`src/rtl/irqagg_pkg.sv`:
```
// Package: shared constants for the interrupt status aggregator.
// Holds the address map, bit positions and field mask helpers.
// Assumes 32-bit registers and at most 16 queues per field.
package irqagg_pkg;

    localparam int REG_W  = 32;
    localparam int NSEC   = 5;
    localparam int HI_OFS = 16;

    localparam logic [2:0] ADDR_PRIM = 3'd0;
    localparam logic [2:0] ADDR_SEC0 = 3'd1;
    localparam logic [2:0] ADDR_MASK = 3'd6;

    // Primary summary bit positions (decoded by software)
    localparam int P_TXOK   = 6;
    localparam int P_TXDESC = 7;
    localparam int P_TXERR  = 8;
    localparam int P_TXEOL  = 10;
    localparam int P_TXURN  = 11;
    localparam int P_HOSTER = 19;
    localparam int P_BCNSUM = 23;
    localparam int P_CBROVR = 25;
    localparam int P_CBRUND = 26;
    localparam int P_QTRIG  = 27;

    // Direct primary bits
    localparam int P_MIB    = 12;
    localparam int P_SWBA   = 16;
    localparam int P_BMISS  = 18;
    localparam int P_GPIO   = 24;

    // Secondary 2 single-bit positions
    localparam int S2_MABT   = 20;
    localparam int S2_SERR   = 21;
    localparam int S2_PERR   = 22;
    localparam int S2_CABEND = 23;
    localparam int S2_DTSYNC = 24;
    localparam int S2_TIM    = 25;
    localparam int S2_BCNTO  = 27;
    localparam int S2_CABTO  = 28;
    localparam int S2_DTIM   = 29;
    localparam int S2_TSFOOR = 31;

    localparam logic [REG_W-1:0] HOSTER_BITS =
        (32'd1 << S2_MABT) | (32'd1 << S2_SERR) | (32'd1 << S2_PERR);
    localparam logic [REG_W-1:0] BCN_BITS =
        (32'd1 << S2_CABEND) | (32'd1 << S2_DTSYNC) | (32'd1 << S2_TIM) |
        (32'd1 << S2_BCNTO)  | (32'd1 << S2_CABTO)  | (32'd1 << S2_DTIM);
    localparam logic [REG_W-1:0] TSF_BIT = 32'd1 << S2_TSFOOR;
    localparam logic [REG_W-1:0] DIR_BITS =
        (32'd1 << P_MIB) | (32'd1 << P_SWBA) | (32'd1 << P_BMISS) | (32'd1 << P_GPIO);

    // Low per-queue field mask for nq queues
    function automatic logic [REG_W-1:0] lo_field(input int nq);
        return REG_W'((64'd1 << nq) - 64'd1);
    endfunction

    // High per-queue field mask for nq queues
    function automatic logic [REG_W-1:0] hi_field(input int nq);
        return lo_field(nq) << HI_OFS;
    endfunction

    // Implemented bits of secondary register idx
    function automatic logic [REG_W-1:0] sec_impl(input int idx, input int nq);
        case (idx)
            0, 1, 3: return lo_field(nq) | hi_field(nq);
            2:       return lo_field(nq) | HOSTER_BITS | BCN_BITS | TSF_BIT;
            default: return lo_field(nq);
        endcase
    endfunction

endpackage

```
`src/rtl/irqagg_w1c_reg.sv`:
```
// Module: one sticky write-one-to-clear status register.
// A set in the same cycle as a clear wins. Bits outside IMPL stay zero.
// Assumes set and clear vectors are single-cycle strobes.
module irqagg_w1c_reg #(
    parameter int            W    = 32,
    parameter logic [W-1:0]  IMPL = '1
) (
    input  logic         clk,
    input  logic         rst_n,
    input  logic [W-1:0] set_i,
    input  logic [W-1:0] clr_i,
    output logic [W-1:0] q_o
);

    // Update sticky bits: clear written ones, then apply new events
    always_ff @(posedge clk) begin
        if (!rst_n) begin
            q_o <= '0;
        end else begin
            q_o <= ((q_o & ~clr_i) | set_i) & IMPL;
        end
    end

endmodule

```
`src/rtl/irqagg_decode.sv`:
```
// Module: maps event pulses onto register bit positions and turns
// register writes into per-register clear vectors. A one written to a
// primary summary bit expands into the full set of feeding bits.
// Assumes NQ <= 16. Purely combinational.
module irqagg_decode
    import irqagg_pkg::*;
#(
    parameter int NQ = 10
) (
    input  logic [NQ-1:0]               ev_txok,
    input  logic [NQ-1:0]               ev_txdesc,
    input  logic [NQ-1:0]               ev_txerr,
    input  logic [NQ-1:0]               ev_txeol,
    input  logic [NQ-1:0]               ev_txurn,
    input  logic [NQ-1:0]               ev_cbrovr,
    input  logic [NQ-1:0]               ev_cbrund,
    input  logic [NQ-1:0]               ev_qtrig,
    input  logic [2:0]                  ev_bus,
    input  logic [6:0]                  ev_bcn,
    input  logic [3:0]                  ev_direct,
    input  logic                        reg_wr,
    input  logic [2:0]                  reg_addr,
    input  logic [REG_W-1:0]            reg_wdata,
    output logic [NSEC-1:0][REG_W-1:0]  sec_set,
    output logic [NSEC-1:0][REG_W-1:0]  sec_clr,
    output logic [REG_W-1:0]            dir_set,
    output logic [REG_W-1:0]            dir_clr,
    output logic                        mask_we
);

    localparam logic [REG_W-1:0] LO = lo_field(NQ);
    localparam logic [REG_W-1:0] HI = hi_field(NQ);

    logic prim_wr;

    assign prim_wr = reg_wr && (reg_addr == ADDR_PRIM);
    assign mask_we = reg_wr && (reg_addr == ADDR_MASK);

    // Place per-queue and single-bit events into secondary registers
    always_comb begin
        sec_set = '0;
        for (int q = 0; q < NQ; q++) begin
            sec_set[0][q]          = ev_txok[q];
            sec_set[0][HI_OFS + q] = ev_txdesc[q];
            sec_set[1][q]          = ev_txerr[q];
            sec_set[1][HI_OFS + q] = ev_txeol[q];
            sec_set[2][q]          = ev_txurn[q];
            sec_set[3][q]          = ev_cbrovr[q];
            sec_set[3][HI_OFS + q] = ev_cbrund[q];
            sec_set[4][q]          = ev_qtrig[q];
        end
        sec_set[2][S2_MABT]   = ev_bus[0];
        sec_set[2][S2_SERR]   = ev_bus[1];
        sec_set[2][S2_PERR]   = ev_bus[2];
        sec_set[2][S2_CABEND] = ev_bcn[0];
        sec_set[2][S2_DTSYNC] = ev_bcn[1];
        sec_set[2][S2_TIM]    = ev_bcn[2];
        sec_set[2][S2_BCNTO]  = ev_bcn[3];
        sec_set[2][S2_CABTO]  = ev_bcn[4];
        sec_set[2][S2_DTIM]   = ev_bcn[5];
        sec_set[2][S2_TSFOOR] = ev_bcn[6];
    end

    // Place direct events into the primary register
    always_comb begin
        dir_set = '0;
        dir_set[P_MIB]   = ev_direct[0];
        dir_set[P_SWBA]  = ev_direct[1];
        dir_set[P_BMISS] = ev_direct[2];
        dir_set[P_GPIO]  = ev_direct[3];
    end

    // Build clear vectors from direct writes and summary-bit expansion
    always_comb begin
        for (int i = 0; i < NSEC; i++) begin
            sec_clr[i] = (reg_wr && (reg_addr == 3'(i + 1))) ? reg_wdata : '0;
        end
        if (prim_wr) begin
            if (reg_wdata[P_TXOK])   sec_clr[0] = sec_clr[0] | LO;
            if (reg_wdata[P_TXDESC]) sec_clr[0] = sec_clr[0] | HI;
            if (reg_wdata[P_TXERR])  sec_clr[1] = sec_clr[1] | LO;
            if (reg_wdata[P_TXEOL])  sec_clr[1] = sec_clr[1] | HI;
            if (reg_wdata[P_TXURN])  sec_clr[2] = sec_clr[2] | LO;
            if (reg_wdata[P_HOSTER]) sec_clr[2] = sec_clr[2] | HOSTER_BITS;
            if (reg_wdata[P_BCNSUM]) sec_clr[2] = sec_clr[2] | BCN_BITS;
            if (reg_wdata[P_CBROVR]) sec_clr[3] = sec_clr[3] | LO;
            if (reg_wdata[P_CBRUND]) sec_clr[3] = sec_clr[3] | HI;
            if (reg_wdata[P_QTRIG])  sec_clr[4] = sec_clr[4] | LO;
        end
        dir_clr = prim_wr ? (reg_wdata & DIR_BITS) : '0;
    end

endmodule

```
`src/rtl/irqagg_summary.sv`:
```
// Module: forms the primary status word from the direct sticky bits and
// live OR-reductions of the secondary registers. No storage of its own,
// so a summary bit drops as soon as its feeding bits are cleared.
module irqagg_summary
    import irqagg_pkg::*;
#(
    parameter int NQ = 10
) (
    input  logic [NSEC-1:0][REG_W-1:0] sec_q,
    input  logic [REG_W-1:0]           dir_q,
    output logic [REG_W-1:0]           prim
);

    localparam logic [REG_W-1:0] LO = lo_field(NQ);
    localparam logic [REG_W-1:0] HI = hi_field(NQ);

    // Combine direct bits with the per-group summaries
    always_comb begin
        prim           = dir_q & DIR_BITS;
        prim[P_TXOK]   = |(sec_q[0] & LO);
        prim[P_TXDESC] = |(sec_q[0] & HI);
        prim[P_TXERR]  = |(sec_q[1] & LO);
        prim[P_TXEOL]  = |(sec_q[1] & HI);
        prim[P_TXURN]  = |(sec_q[2] & LO);
        prim[P_HOSTER] = |(sec_q[2] & HOSTER_BITS);
        prim[P_BCNSUM] = |(sec_q[2] & BCN_BITS);
        prim[P_CBROVR] = |(sec_q[3] & LO);
        prim[P_CBRUND] = |(sec_q[3] & HI);
        prim[P_QTRIG]  = |(sec_q[4] & LO);
    end

endmodule

```
`src/rtl/irqagg_regport.sv`:
```
// Module: register read path, interrupt mask and interrupt output.
// Reads are registered (one cycle latency) and have no side effects.
// Assumes address decode of writes to the mask is done upstream.
module irqagg_regport
    import irqagg_pkg::*;
(
    input  logic                       clk,
    input  logic                       rst_n,
    input  logic                       reg_rd,
    input  logic [2:0]                 reg_addr,
    input  logic [REG_W-1:0]           reg_wdata,
    input  logic                       mask_we,
    input  logic [REG_W-1:0]           prim,
    input  logic [NSEC-1:0][REG_W-1:0] sec_q,
    output logic [REG_W-1:0]           reg_rdata,
    output logic                       reg_rvalid,
    output logic [REG_W-1:0]           mask_q,
    output logic                       irq
);

    logic [REG_W-1:0] rd_mux;

    // Hold the interrupt mask
    always_ff @(posedge clk) begin
        if (!rst_n) begin
            mask_q <= '0;
        end else if (mask_we) begin
            mask_q <= reg_wdata;
        end
    end

    // Select the addressed register value
    always_comb begin
        case (reg_addr)
            ADDR_PRIM: rd_mux = prim;
            3'd1:      rd_mux = sec_q[0];
            3'd2:      rd_mux = sec_q[1];
            3'd3:      rd_mux = sec_q[2];
            3'd4:      rd_mux = sec_q[3];
            3'd5:      rd_mux = sec_q[4];
            ADDR_MASK: rd_mux = mask_q;
            default:   rd_mux = '0;
        endcase
    end

    // Register read data and its valid flag
    always_ff @(posedge clk) begin
        if (!rst_n) begin
            reg_rdata  <= '0;
            reg_rvalid <= 1'b0;
        end else begin
            reg_rvalid <= reg_rd;
            if (reg_rd) begin
                reg_rdata <= rd_mux;
            end
        end
    end

    // Raise the interrupt for any unmasked primary bit
    assign irq = |(prim & mask_q);

endmodule

```
`src/rtl/irqagg_top.sv`:
```
// Module: two-level interrupt status aggregator for a multi-queue
// transmit engine. Five secondary sticky registers collect events,
// a primary word summarises them, software clears by writing ones.
// Assumes NQ <= 16 and single-cycle event pulses.
module irqagg_top
    import irqagg_pkg::*;
#(
    parameter int NQ = 10
) (
    input  logic             clk,
    input  logic             rst_n,
    input  logic [NQ-1:0]    ev_txok,
    input  logic [NQ-1:0]    ev_txdesc,
    input  logic [NQ-1:0]    ev_txerr,
    input  logic [NQ-1:0]    ev_txeol,
    input  logic [NQ-1:0]    ev_txurn,
    input  logic [NQ-1:0]    ev_cbrovr,
    input  logic [NQ-1:0]    ev_cbrund,
    input  logic [NQ-1:0]    ev_qtrig,
    input  logic [2:0]       ev_bus,
    input  logic [6:0]       ev_bcn,
    input  logic [3:0]       ev_direct,
    input  logic             reg_wr,
    input  logic             reg_rd,
    input  logic [2:0]       reg_addr,
    input  logic [31:0]      reg_wdata,
    output logic [31:0]      reg_rdata,
    output logic             reg_rvalid,
    output logic             irq
);

    logic [NSEC-1:0][REG_W-1:0] sec_set;
    logic [NSEC-1:0][REG_W-1:0] sec_clr;
    logic [NSEC-1:0][REG_W-1:0] sec_q;
    logic [REG_W-1:0]           dir_set;
    logic [REG_W-1:0]           dir_clr;
    logic [REG_W-1:0]           dir_q;
    logic [REG_W-1:0]           prim;
    logic [REG_W-1:0]           mask_q;
    logic                       mask_we;

    irqagg_decode #(.NQ(NQ)) u_decode (
        .ev_txok   (ev_txok),
        .ev_txdesc (ev_txdesc),
        .ev_txerr  (ev_txerr),
        .ev_txeol  (ev_txeol),
        .ev_txurn  (ev_txurn),
        .ev_cbrovr (ev_cbrovr),
        .ev_cbrund (ev_cbrund),
        .ev_qtrig  (ev_qtrig),
        .ev_bus    (ev_bus),
        .ev_bcn    (ev_bcn),
        .ev_direct (ev_direct),
        .reg_wr    (reg_wr),
        .reg_addr  (reg_addr),
        .reg_wdata (reg_wdata),
        .sec_set   (sec_set),
        .sec_clr   (sec_clr),
        .dir_set   (dir_set),
        .dir_clr   (dir_clr),
        .mask_we   (mask_we)
    );

    // One sticky register per secondary status word
    for (genvar g = 0; g < NSEC; g++) begin : g_sec
        irqagg_w1c_reg #(
            .W    (REG_W),
            .IMPL (sec_impl(g, NQ))
        ) u_reg (
            .clk   (clk),
            .rst_n (rst_n),
            .set_i (sec_set[g]),
            .clr_i (sec_clr[g]),
            .q_o   (sec_q[g])
        );
    end

    irqagg_w1c_reg #(
        .W    (REG_W),
        .IMPL (DIR_BITS)
    ) u_direct (
        .clk   (clk),
        .rst_n (rst_n),
        .set_i (dir_set),
        .clr_i (dir_clr),
        .q_o   (dir_q)
    );

    irqagg_summary #(.NQ(NQ)) u_summary (
        .sec_q (sec_q),
        .dir_q (dir_q),
        .prim  (prim)
    );

    irqagg_regport u_regport (
        .clk        (clk),
        .rst_n      (rst_n),
        .reg_rd     (reg_rd),
        .reg_addr   (reg_addr),
        .reg_wdata  (reg_wdata),
        .mask_we    (mask_we),
        .prim       (prim),
        .sec_q      (sec_q),
        .reg_rdata  (reg_rdata),
        .reg_rvalid (reg_rvalid),
        .mask_q     (mask_q),
        .irq        (irq)
    );

endmodule

```
`config.mk`:
```
export PLATFORM = sky130hd
export DESIGN_NAME = irqagg_top
export DESIGN_NICKNAME = d
export VERILOG_FILES = /design/src/rtl/irqagg_pkg.sv /design/src/rtl/irqagg_w1c_reg.sv /design/src/rtl/irqagg_decode.sv /design/src/rtl/irqagg_summary.sv /design/src/rtl/irqagg_regport.sv /design/src/rtl/irqagg_top.sv
export SDC_FILE = /design/constraint.sdc
export NUM_CORES = 1
export LEC_CHECK = 0
export ABC_AREA = 1
export BUFFER_PORTS_ARGS = -buffer_cell sky130_fd_sc_hd__buf_2
export CAP_MARGIN = 10
export CORE_MARGIN = 2
export CORE_UTILIZATION = 30
export DETAILED_ROUTE_END_ITERATION = 16
export PLACE_DENSITY = 0.58
export SETUP_SLACK_MARGIN = 0.5
export SLEW_MARGIN = 20
export SYNTH_ARGS = -nofsm -noshare
export SYNTH_HDL_FRONTEND = slang
export SYNTH_SLANG_ARGS = --single-unit
```
`constraint.sdc`:
```
create_clock -name clk -period 1.7 [get_ports clk]
set_input_delay 0.34 -clock clk [delete_from_list [all_inputs] [get_ports clk]]
set_output_delay 0.34 -clock clk [all_outputs]
set_load 0.005 [all_outputs]
```
* After elaboration in Yosys (flattened, before gate mapping)
Index checks and enable logic that the tools add are counted.
Storage, ports and cells: bits in registers 171, input port bits 133, logic and storage cells 72
Operators by class: equality and inequality tests 6, mux-type cells 18, bitwise gates (word level) 19, reductions and logical operators 19
Operator list (count):
- case mux 32 bit (7 select lines) | 1
- 2-to-1 mux 138 bit | 1
- 2-to-1 mux 32 bit | 4
- OR reduction 10 bit | 8
- bitwise AND 26 bit | 3
- 2-to-1 mux 26 bit | 3
- NOT 26 bit | 3
- OR 26 bit | 3
- 2-to-1 mux 10 bit | 6
- bitwise AND 28 x 32 -> 32 bit | 1
- bitwise AND 32 bit | 1
- NOT 32 bit | 1
- OR 32 bit | 1
- OR reduction 32 bit | 1
- 2-to-1 mux 30 bit | 1
- bitwise AND 25 bit | 1
- 2-to-1 mux 25 bit | 1
- NOT 25 bit | 1
- OR 25 bit | 1
- 2-to-1 mux 23 bit | 1
- bitwise AND 10 bit | 1
- NOT 10 bit | 1
- OR 10 bit | 1
- == test 3 bit (second input constant) | 3
- 6 further kinds | 13

* Depth between registers and ports, before layout
depth in word-level cells 10, depth in mapped cells 10

* Cells and area by module
A second synthesis with hierarchy kept.
Unflattened totals: cells, all modules 2069, area, all modules 13153.9 um2
By module, submodules not included:
- irqagg_regport | times used 1, cells each 828, area an instance 4962.3 um2, seq. area each 1301.2 um2
- irqagg_w1c_reg at g_sec[0].u_reg ... | times used 4, cells each 116, area an instance 920.9 um2, seq. area each 400.4 um2
- irqagg_decode | times used 1, cells each 551, area an instance 3103.0 um2, seq. area each 0.0 um2
- irqagg_w1c_reg at g_sec[4].u_reg | times used 1, cells each 74, area an instance 535.5 um2, seq. area each 200.2 um2
- irqagg_summary | times used 1, cells each 102, area an instance 506.7 um2, seq. area each 0.0 um2
- irqagg_w1c_reg at u_direct | times used 1, cells each 50, area an instance 362.8 um2, seq. area each 80.1 um2

* Worst setup path before layout
Ideal clock, no wire load.
path type input -> register, from in reg_addr[2], to reg g_sec[1].u_reg.q_o[0], arrival time 1.391 ns, required time 1.572 ns, slack 0.181 ns, stages 8, path through buf_2 > inv_1 > nand2_1 > nor2_2 > buf_6 > nand2_2 > a31oi_1 > nor2_1
On the way: cells in the longest elaborated chain, start to end 9
Ends and longest elaborated chain:
- start: declaration | RTL line irqagg_top.sv:25 | input logic [2:0] reg_addr,
- == test 3 x 2 -> 1 bit | RTL line irqagg_decode.sv:76 | sec_clr[i] = (reg_wr && (reg_addr == 3'(i + 1))) ? reg_wdata : '0;
- logical AND 1 bit | RTL line irqagg_decode.sv:76
- 2-to-1 mux 32 bit | RTL line irqagg_decode.sv:76
- 2-to-1 mux 10 bit | RTL line irqagg_decode.sv:81 | if (reg_wdata[P_TXERR]) sec_clr[1] = sec_clr[1] | LO;
- 2-to-1 mux 26 bit | RTL line irqagg_decode.sv:82 | if (reg_wdata[P_TXEOL]) sec_clr[1] = sec_clr[1] | HI;
- 2-to-1 mux 138 bit (*) | RTL line irqagg_decode.sv:78 | if (prim_wr) begin
- NOT 26 bit (*) | RTL line irqagg_w1c_reg.sv:20 | q_o <= ((q_o & ~clr_i) | set_i) & IMPL;
- bitwise AND 26 bit (*) | RTL line irqagg_w1c_reg.sv:20
- OR 26 bit (*) | RTL line irqagg_w1c_reg.sv:20
- end signal: assignment | RTL line irqagg_w1c_reg.sv:20
- end: declaration | RTL line irqagg_w1c_reg.sv:12 | output logic [W-1:0] q_o
Every way passes the cells marked *; elsewhere a longest branch is shown, timed or not. A chain may end at the register's enable or synchronous reset.

* Final worst setup path
from reg g_sec[3].u_reg.q_o[5], to out irq
On the way: cells in the longest elaborated chain, start to end 3
Ends and longest elaborated chain:
- start: declaration | RTL line irqagg_w1c_reg.sv:12
- start signal: assignment | RTL line irqagg_w1c_reg.sv:20
- OR reduction 10 bit | RTL line irqagg_summary.sv:27 | prim[P_CBROVR] = |(sec_q[3] & LO);
- bitwise AND 28 x 32 -> 32 bit | RTL line irqagg_regport.sv:60 | assign irq = |(prim & mask_q);
- OR reduction 32 bit | RTL line irqagg_regport.sv:60
- end: declaration | RTL line irqagg_top.sv:29 | output logic irq
Every way passes these cells.

==> impl_metrics.ini <==
[worst_hold_path]
holdCritPathClass = in -> reg
hp-start = ev_txeol[7]

[detailed_routing]
wl_per_cell_um = 18.58
vias_per_cell = 5.116
drc_errors = 0
drt_pass1_iterations = 5
totalWireLength_mm = 31.02
drtAntennaViolNets = 0
vias = 8544
drt_iter0_markers = 800

[floorplan]
die_x_um = 159.1
die_h_um = 159.1
initial_core_util_pct = 30.65
core_area_um2 = 23540
dieArea_um2 = 25310
rows = 56
pin_count = 167

[clock_tree]
clockBufferDepth = 2
cts_tree = yes
clock_sinks = 159
h-tree-depth = 4
clkTransAtPathRegs_ns = 0.07
root_buffer = clkbuf_16
clkLatencyLatePin_ns = 0.43
cts_made_buffers = 17

[sta]
fmax_ghz = 0.4877
period_share_pct = 120.6
setup_viol_count_final = 1
drv_slew = 0
rsz0062_at_grt = yes
hold_ws_ns = 0.1139
fin_skew_ns = 0.007962
setup_slack_ns = -0.3503
slew_headroom_pct = 62.84
fin_tns_setup_ns = -0.3503
period_needed_ns = 2.050
worst_slew_pin_slew_ns = 0.5574
finalHoldViolations = 0

[setup_path]
cp_data_arrival_time_ns = 1.71
cp-end-kind = primary output
rr_startpoint = g_sec[3].u_reg.q_o[5]
critPathLaunchType = flop
critPathMaxFanout = 2
startpoint = g_sec[3].u_reg.q_o[5]
required_ns = 1.36
worst-setup-path-type = reg -> out

[global_routing]
grt_max_degree = 100
overflow = 0
grtUsageTotal_pct = 21.49
antenna_found_initial = 1
grt_pass1_vias = 7557
grt_first_pass_wirelength_mm = 42.26

[final_layout]
multi_input_area_um2 = 4945
layout-drive-gt1-share_pct = 46.63
final_cell_area_um2 = 12030
seqCellArea_um2 = 3246
finalNetCount = 1471
n_fill_cell = 2286
syn_to_final_growth_pct = 66.71
utilization_pct = 51.09
num_antenna_cells = 0

[logic_synthesis]
syn_area_um2 = 7216
synth.most_common_cell = nand2_1
syn-num-nets = 1207
synthCells = 1074
ys_top_cells_by_count = nand2_1, dfxtp_1, nor2_1, a21oi_1, nand3_1
synth-edff-count = 0
ys_seq_area_share_pct = 44.11
synth_cell_types = 25
ys.flop_type = dfxtp_1
synth_warnings = 0
synth.top_cell.area_share_pct = 44.11
ys_seq_elements = 159
synth_area_leaders = dfxtp_1, nand2_1, a21oi_1
yosysTopAreaCell = dfxtp_1
avgSynthCellArea_um2 = 6.719
ys_async_sr_fraction_pct = 0

[power_and_ir_drop]
vdd_ir_drop_max_uv = 390.8
power_density_nw_per_um2 = 833.4
power_w = 0.01003
leakage_nw = 5.247

[placed_design]
dpl-instance-area_um2 = 8982
numPortBuffers = 166
place_congestion = 0.9114
dp_hpwl_mm = 20.13

[flow_run]
drv_cap = 0

[status]
status = finished with violations
violations = setup timing
-- through the flow --
step           instances  worst slack (ns)
4_1_cts             1620           -0.3620
2_1_floorplan       1074            0.3558
5_1_grt             1670           -0.3799
3_5_place_dp        1577          -0.07360
3_3_place_gp        1577          -0.06732
6_report            1670           -0.3503
-- worst paths after layout --
path / endpoint / slack (ns) / cells past startpoint
min reg2reg: u_regport.reg_rdata[30] / 0.45 / 2
max reg2reg: u_regport.reg_rdata[25] / 0.46 / 6
min: g_sec[1].u_reg.q_o[23] / 0.11 / 3
max: irq / -0.35 / 7
-- worst max-delay path, stage by stage (launching register included) --
cell,delay [ns]
dfxtp_2,0.33
inv_2,0.05
nand4_1,0.23
o21ai_1,0.21
nand2_1,0.07
nor2_1,0.11
nand3_2,0.12
buf_2,0.15
-- state kept, by name (all words and copies together), names as in the netlist --
name                  count
g_sec.u_reg.q_o          90
u_direct.q_o              4
u_regport.mask_q         32
u_regport.reg_rvalid      1
u_regport.reg_rdata      32
-- area by class of cell --
| class | count | share of cell area [%] |
|---|---|---|
| repair inverters | 2 | 0.09361 |
| multi-input cells | 774 | 41.11 |
| well taps | 319 | 3.318 |
| clock buffers | 23 | 3.973 |
| flip-flops and latches | 159 | 26.98 |
| inverters | 90 | 3.131 |
| clock inverters | 9 | 1.300 |
| repair buffers | 294 | 20.10 |
-- cells in the final DEF (no fill, tap or decap), types with 4 or more instances in the layout --
cell        instances
nand3_2            33
clkbuf_16          22
dfxtp_2            47
a21oi_1            75
inv_2               5
nand2_2            47
inv_4               4
clkinvlp_4          4
o21ai_1            16
nand2_4            36
a31oi_1            28
inv_1              78
buf_12             17
bufinv_16           4
buf_8               9
nand2_1           216
o21ai_2            15
nand3_1            58
buf_4              77
a31oi_4            16
buf_6              42
nor2_1             96
nor2_2             17
buf_2             142
nor2_4             12
a21oi_2            40
o21ai_0            25
dfxtp_1           111
nand3_4            11
nand2_8            15
nand4_1            12
-- power by group --
part | leakage [nW] | switching, W | internal (W)
Sequential | 1.33 | 0.000191 | 0.00396
Clock | 0.300 | 0.00158 | 0.00258
Combinational | 3.61 | 0.000963 | 0.000758
Total | 5.25 | 0.00273 | 0.00729
-- metal layers --
metal | GRT usage (%) | up-vias | part of all wire [%]
li1 | - | 4061 | -
met1 | 30.07 | 4008 | 44
met2 | 33.14 | 388 | 45
met3 | 3.985 | 85 | 6.4
met4 | 7.603 | 2 | 3.8
met5 | 0 | - | 0.042
-- cell families (layout without fill, tap and decap cells) --
| logic type | count (synthesis) | in the layout | synth area share, % |
|---|---|---|---|
| AND/OR/NAND/NOR | 549 | 556 | 31.51 |
| flip-flops | 159 | 159 | 44.11 |
| AO/OA/AOI/OAI | 218 | 218 | 15.95 |
| buffers and inverters | 148 | 418 | 8.427 |
-- repair_timing --
action	CTS	global route
gates resized for setup	82	374
cloned	3	15
setup endpoints to repair	132	166
hold buffers	0	0
pin swaps	7	127
setup buffers	8	35
Note: power is estimated with default switching activity, not from simulation.
